**src/rtl/regfile_pkg.sv**
```systemverilog
package regfile_pkg;
    localparam int DATA_W   = 8;
    localparam int ADDR_W   = 4;
    localparam int IRQ_N    = 4;
    localparam int OPCODE_W = 5;

    localparam logic [ADDR_W-1:0] OFF_CMD    = 4'd0;
    localparam logic [ADDR_W-1:0] OFF_STATUS = 4'd1;
    localparam logic [ADDR_W-1:0] OFF_MASK   = 4'd3;
    localparam logic [ADDR_W-1:0] OFF_TXOV   = 4'd1;
    localparam logic [ADDR_W-1:0] OFF_RXOV   = 4'd7;

    typedef enum logic [1:0] {
        BANK_0    = 2'd0,
        BANK_1    = 2'd1,
        BANK_2    = 2'd2,
        BANK_RSVD = 2'd3
    } bank_e;

    typedef struct packed {
        logic                valid;
        logic                abort;
        logic [OPCODE_W-1:0] opcode;
    } cmd_t;

    function automatic logic bank_hit(input bank_e cur, input logic [ADDR_W-1:0] addr,
                                      input bank_e want, input logic [ADDR_W-1:0] off);
        return (cur == want) && (addr == off);
    endfunction
endpackage

```
**src/rtl/cmd_bank_ctrl.sv**
```systemverilog
module cmd_bank_ctrl
    import regfile_pkg::*;
(
    input  logic              clk,
    input  logic              rst,
    input  logic              cmd_wr,
    input  logic [DATA_W-1:0] wdata,
    output bank_e             bank,
    output cmd_t              cmd
);
    bank_e ptr_field;
    assign ptr_field = bank_e'(wdata[DATA_W-1 -: 2]);

    always_ff @(posedge clk) begin
        if (rst) begin
            bank <= BANK_0;
            cmd  <= '0;
        end else begin
            cmd.valid  <= cmd_wr;
            cmd.abort  <= cmd_wr ? wdata[OPCODE_W] : 1'b0;
            cmd.opcode <= cmd_wr ? wdata[OPCODE_W-1:0] : '0;
            if (cmd_wr && ptr_field != BANK_RSVD)
                bank <= ptr_field;
        end
    end
endmodule

```
**src/rtl/irq_ctrl.sv**
```systemverilog
module irq_ctrl #(
    parameter int N = 4
) (
    input  logic         clk,
    input  logic         rst,
    input  logic [N-1:0] evt,
    input  logic         clr_wr,
    input  logic         mask_wr,
    input  logic [N-1:0] wdata,
    output logic [N-1:0] status,
    output logic [N-1:0] mask,
    output logic         irq
);
    logic [N-1:0] pending;

    for (genvar i = 0; i < N; i++) begin : g_src
        always_ff @(posedge clk) begin
            if (rst) begin
                status[i] <= 1'b0;
                mask[i]   <= 1'b1;
            end else begin
                // a new event wins over a simultaneous clear
                status[i] <= evt[i] | (status[i] & ~(clr_wr & wdata[i]));
                if (mask_wr)
                    mask[i] <= wdata[i];
            end
        end
        assign pending[i] = status[i] & ~mask[i];
    end

    assign irq = |pending;
endmodule

```
**src/rtl/cfg_ctrl.sv**
```systemverilog
module cfg_ctrl #(
    parameter int W = 8
) (
    input  logic         clk,
    input  logic         rst,
    input  logic         rx_wr,
    input  logic         tx_wr,
    input  logic [W-1:0] wdata,
    output logic [W-1:0] rx_level,
    output logic         tx_en,
    output logic         rx_en
);
    always_ff @(posedge clk) begin
        if (rst) begin
            rx_level <= '0;
            tx_en    <= 1'b0;
        end else begin
            if (rx_wr) rx_level <= wdata;
            if (tx_wr) tx_en    <= wdata[0];
        end
    end

    assign rx_en = |rx_level;
endmodule

```
**src/rtl/bank_regfile.sv**
```systemverilog
module bank_regfile
    import regfile_pkg::*;
(
    input  logic                clk,
    input  logic                rst,
    input  logic [ADDR_W-1:0]   bus_addr,
    input  logic [DATA_W-1:0]   bus_wdata,
    input  logic                bus_wr,
    input  logic                bus_rd,
    output logic [DATA_W-1:0]   bus_rdata,
    input  logic [IRQ_N-1:0]    evt_set,
    output logic                irq,
    output logic                cmd_valid,
    output logic [OPCODE_W-1:0] cmd_opcode,
    output logic                cmd_abort,
    output logic                tx_overlap_en,
    output logic [DATA_W-1:0]   rx_overlap_level,
    output logic                rx_overlap_en
);
    bank_e            cur_bank;
    cmd_t             cmd;
    logic [IRQ_N-1:0] status;
    logic [IRQ_N-1:0] mask;
    logic             wr_cmd, wr_status, wr_mask, wr_rx, wr_tx;

    assign wr_cmd    = bus_wr && (bus_addr == OFF_CMD);
    assign wr_status = bus_wr && bank_hit(cur_bank, bus_addr, BANK_0, OFF_STATUS);
    assign wr_mask   = bus_wr && bank_hit(cur_bank, bus_addr, BANK_0, OFF_MASK);
    assign wr_rx     = bus_wr && bank_hit(cur_bank, bus_addr, BANK_1, OFF_RXOV);
    assign wr_tx     = bus_wr && bank_hit(cur_bank, bus_addr, BANK_2, OFF_TXOV);

    cmd_bank_ctrl i_cmd (
        .clk   (clk),
        .rst   (rst),
        .cmd_wr(wr_cmd),
        .wdata (bus_wdata),
        .bank  (cur_bank),
        .cmd   (cmd)
    );

    irq_ctrl #(.N(IRQ_N)) i_irq (
        .clk    (clk),
        .rst    (rst),
        .evt    (evt_set),
        .clr_wr (wr_status),
        .mask_wr(wr_mask),
        .wdata  (bus_wdata[IRQ_N-1:0]),
        .status (status),
        .mask   (mask),
        .irq    (irq)
    );

    cfg_ctrl #(.W(DATA_W)) i_cfg (
        .clk     (clk),
        .rst     (rst),
        .rx_wr   (wr_rx),
        .tx_wr   (wr_tx),
        .wdata   (bus_wdata),
        .rx_level(rx_overlap_level),
        .tx_en   (tx_overlap_en),
        .rx_en   (rx_overlap_en)
    );

    assign cmd_valid  = cmd.valid;
    assign cmd_opcode = cmd.opcode;
    assign cmd_abort  = cmd.abort;

    logic [DATA_W-1:0] rd_mux;
    always_comb begin
        rd_mux = '0;
        if (bus_addr == OFF_CMD)
            rd_mux[DATA_W-1 -: 2] = cur_bank;
        else if (bank_hit(cur_bank, bus_addr, BANK_0, OFF_STATUS))
            rd_mux[IRQ_N-1:0] = status;
        else if (bank_hit(cur_bank, bus_addr, BANK_0, OFF_MASK))
            rd_mux[IRQ_N-1:0] = mask;
        else if (bank_hit(cur_bank, bus_addr, BANK_1, OFF_RXOV))
            rd_mux = rx_overlap_level;
        else if (bank_hit(cur_bank, bus_addr, BANK_2, OFF_TXOV))
            rd_mux[0] = tx_overlap_en;
    end

    assign bus_rdata = bus_rd ? rd_mux : '0;
endmodule

```
**config.mk**
```make
export PLATFORM = sky130hd
export DESIGN_NAME = bank_regfile
export DESIGN_NICKNAME = d
export VERILOG_FILES = /design/src/rtl/regfile_pkg.sv /design/src/rtl/cmd_bank_ctrl.sv /design/src/rtl/irq_ctrl.sv /design/src/rtl/cfg_ctrl.sv /design/src/rtl/bank_regfile.sv
export SDC_FILE = /design/constraint.sdc
export NUM_CORES = 1
export LEC_CHECK = 0
export BUFFER_PORTS_ARGS = -buffer_cell sky130_fd_sc_hd__buf_4
export CORE_MARGIN = 5
export CORE_UTILIZATION = 48
export DETAILED_ROUTE_END_ITERATION = 12
export PLACE_DENSITY_LB_ADDON = 0.2
export SLEW_MARGIN = 10
export SYNTH_ARGS = -nofsm -noshare
export SYNTH_HDL_FRONTEND = slang
export SYNTH_HIERARCHICAL = 1
export SYNTH_SLANG_ARGS = --single-unit
```
**constraint.sdc**
```tcl
create_clock -name clk -period 1.6 [get_ports clk]
set_input_delay 0.32 -clock clk [delete_from_list [all_inputs] [get_ports clk]]
set_output_delay 0.32 -clock clk [all_outputs]
set_load 0.05 [all_outputs]
```
==> metrics <==
utilization after layout 81.3%; Crit Reg-Reg Startpoint i_cmd/bank[1]; initial core utilization 50.4%; Data required, critical path 1.28 ns; I/O Buffers 45; hold path endpoint i_cmd/cmd[5]; number of synthesized flops with an enable pin 0; Rel. slew slack 80.0%; Die Height 61.0 um; main flop type after synthesis dfxtp_1; synthesized area 1250 um^2; Psw 326 uW; Synth Instances 133; GR Util met1 26.1%; Hold WC Path Type input pin to flop; sequential area share after synthesis 41.7%; Syn Nets 153; Reg2Reg Depth 6; DRT Pass-1 Iters 5; vias 1240; worst setup margin -0.303 ns; Max Fclk 526 MHz; clock skew 0.000911 ns; Static Leakage 0.000858 uW; vias per inst 5.64; Power Total 1330 uW; r2r setup slk 0.03 ns; Die W 61.0 um; vias in the first global route 1267; Synth cell types 32; count leader, synth dfxtp_1; run status complete, but fails checks; Max Buffers Root-to-Sink 2; pre-CTS setup slack -0.214 ns; M3 GR Usage 3.83%; fraction of layout cells with a size suffix above 1 52.6%; # nets final 211; Yosys top cell area share 41.7%; row count 18; Sw Ratio 24.6%; CP Launch Type flop; Routed WL per cell 19.3 um; Layout area overhead 61.5%; RSZ-0062 raised after global routing yes; area post-placement 1750 um^2; worst hold path stage count 2; worst reg2reg path endpoint i_cfg/rx_level[3]; I/O Pins 46; Peak VDD IR 672 uV; Final HPWL DP 2700 um; Max Cap Viol 0; first-pass GRT wire length 6220 um; internal power 1000 uW; gr usage total 22.9%; setup TNS -2.22 ns; sequential share of power 50.1%; minimum clock period 1.90 ns; clk_lat worst skew 0.33 ns; DRC viols 0; WS Path Type flop to primary output; max-slew violations 0; H-tree Lvls 1; Tcrit/Tclk final 119%; CTS root buf clkbuf_4; GRT overflow 0; Final Hold Viols 0; Clock Sinks 26; asr flop ratio synth 0%; hold_sp bus_wdata[5]; routability cong. 0.811; CP arrival 1.58 ns; initial antenna violation count 0; # setup viols final 8; gr busiest metal met2; synth top area cells dfxtp_1 42%, mux2i_1 7.2%, and3_1 5.0%; Comb power frac 15.1%; Synth Register Bits 26; Synth warnings 6; pin count of the biggest net entering global routing 21; Yosys top cell by area dfxtp_1; Slew @ Worst Pin 0.301 ns; crit end category primary output; Placeable Area 2480 um^2; Power Dens Cells 659 nW/um^2; ant diodes 0; met2 Track Usage GR 43.2%; Final Cell Area 2010 um^2; Syn Area/Cell 9.38 um^2; Post-synth top cells 26 x dfxtp_1, 15 x nor2_1, 10 x and3_1, 9 x and2_1, 9 x mux2i_1; Antenna Violating Nets Remaining 0; CTS tree done; power share of the clock group 34.8%; worst-path maximum fanout 4; Die ar. 3720 um^2; Inserted Clock Buffers 3; cts hold-fix bufs 0; initial drt markers 59; Detailed Route WL 4240 um; Worst-path clk slew 0.14 ns; failing checks negative setup slack
==> worst max-delay path by stage <==
stage               slack [ns]  cells after the start           from            to
finish                   -0.30                      4  i_cmd/bank[1]  bus_rdata[4]
global route             -0.35                      4  i_cmd/bank[1]  bus_rdata[4]
CTS                      -0.26                      4  i_cmd/bank[1]  bus_rdata[5]
detailed placement       -0.21                      5    bus_addr[3]  bus_rdata[0]
global placement         -0.16                      5    bus_addr[3]  bus_rdata[0]
floorplan                -0.17                      3    i_cfg/tx_en  bus_rdata[0]
==> stage by stage <==
stage                     instances  hold slack (ns)
final                           220            0.186
after global routing            220            0.170
after CTS                       219            0.179
after detailed placement        213            0.508
after global placement          213            0.489
after floorplan                 133            0.385
==> layout make-up <==
type	count	area [um^2]
Inverter	7	26.3
Timing Repair Buffer	58	517
Clock buffer	3	22.5
Sequential cell	26	538
Clock inverter	1	30.0
Multi-Input combinational cell	95	843
Tap cell	30	37.5
Fill cell	140	463
==> state kept, by name, indices dropped and copies added (netlist names) <==
name            count
i_irq/mask          4
i_cfg/tx_en         1
i_cmd/bank          2
i_cfg/rx_level      8
i_irq/status        4
i_cmd/cmd           7
==> placed cells by master (no fill, tap or decap), types with 2 or more instances in the layout <==
| cell type | synthesis | layout |
|---|---|---|
| a211o_1 | 4 | 4 |
| a21oi_4 | 0 | 3 |
| a311oi_1 | 4 | 4 |
| and2_1 | 9 | 7 |
| and2_4 | 0 | 2 |
| and3_1 | 10 | 6 |
| and3_4 | 0 | 4 |
| buf_12 | 0 | 2 |
| buf_4 | 0 | 44 |
| buf_6 | 1 | 9 |
| buf_8 | 0 | 3 |
| clkbuf_4 | 0 | 3 |
| dfxtp_1 | 26 | 18 |
| dfxtp_2 | 0 | 5 |
| dfxtp_4 | 0 | 3 |
| inv_1 | 7 | 7 |
| mux2i_1 | 9 | 8 |
| nand2_1 | 2 | 2 |
| nand2b_1 | 6 | 6 |
| nand3_1 | 3 | 3 |
| nor2_1 | 15 | 14 |
| nor2b_1 | 6 | 5 |
| nor2b_4 | 1 | 2 |
| nor3b_2 | 0 | 2 |
| nor4_4 | 1 | 2 |
| o21ai_2 | 0 | 3 |
==> worst max-delay path, stage by stage (launching register included) <==
cell	delay [ns]
dfxtp_2	0.35
and4bb_4	0.33
and3_4	0.23
and3_4	0.20
buf_8	0.14
==> kinds of logic (layout without fill, tap and decap cells) <==
kind of cell | after synthesis | in the layout | share of synthesized area (%)
compound gates | 21 | 21 | 13.3
buf+inv | 12 | 69 | 4.61
flops | 26 | 26 | 41.7
mux | 9 | 9 | 7.22
simple gates | 65 | 65 | 33.1
==> what timing repair did <==
action,in CTS,in global routing
pin swaps,4,6
buffers inserted,2,1
resized for setup,28,21
endpoints found under the setup margin,10,12
==> metal layers <==
metal | vias to the layer above | share of wire, % | routed length (um)
li1 | 590 | - | -
met1 | 586 | 39 | 1670
met2 | 46 | 52 | 2190
met3 | 18 | 5.6 | 237
met4 | 0 | 3.3 | 142
met5 | - | 0 | 0
==> power by group through the flow <==
stage,Combinational (uW),Clock [uW],Sequential [uW]
detailed placement,170,0,682
finish,201,462,664
global placement,164,0,682
global route,210,497,666
CTS,184,462,667
floorplan,75.3,0,683
No activity file was read; power rests on OpenSTA's default activity.
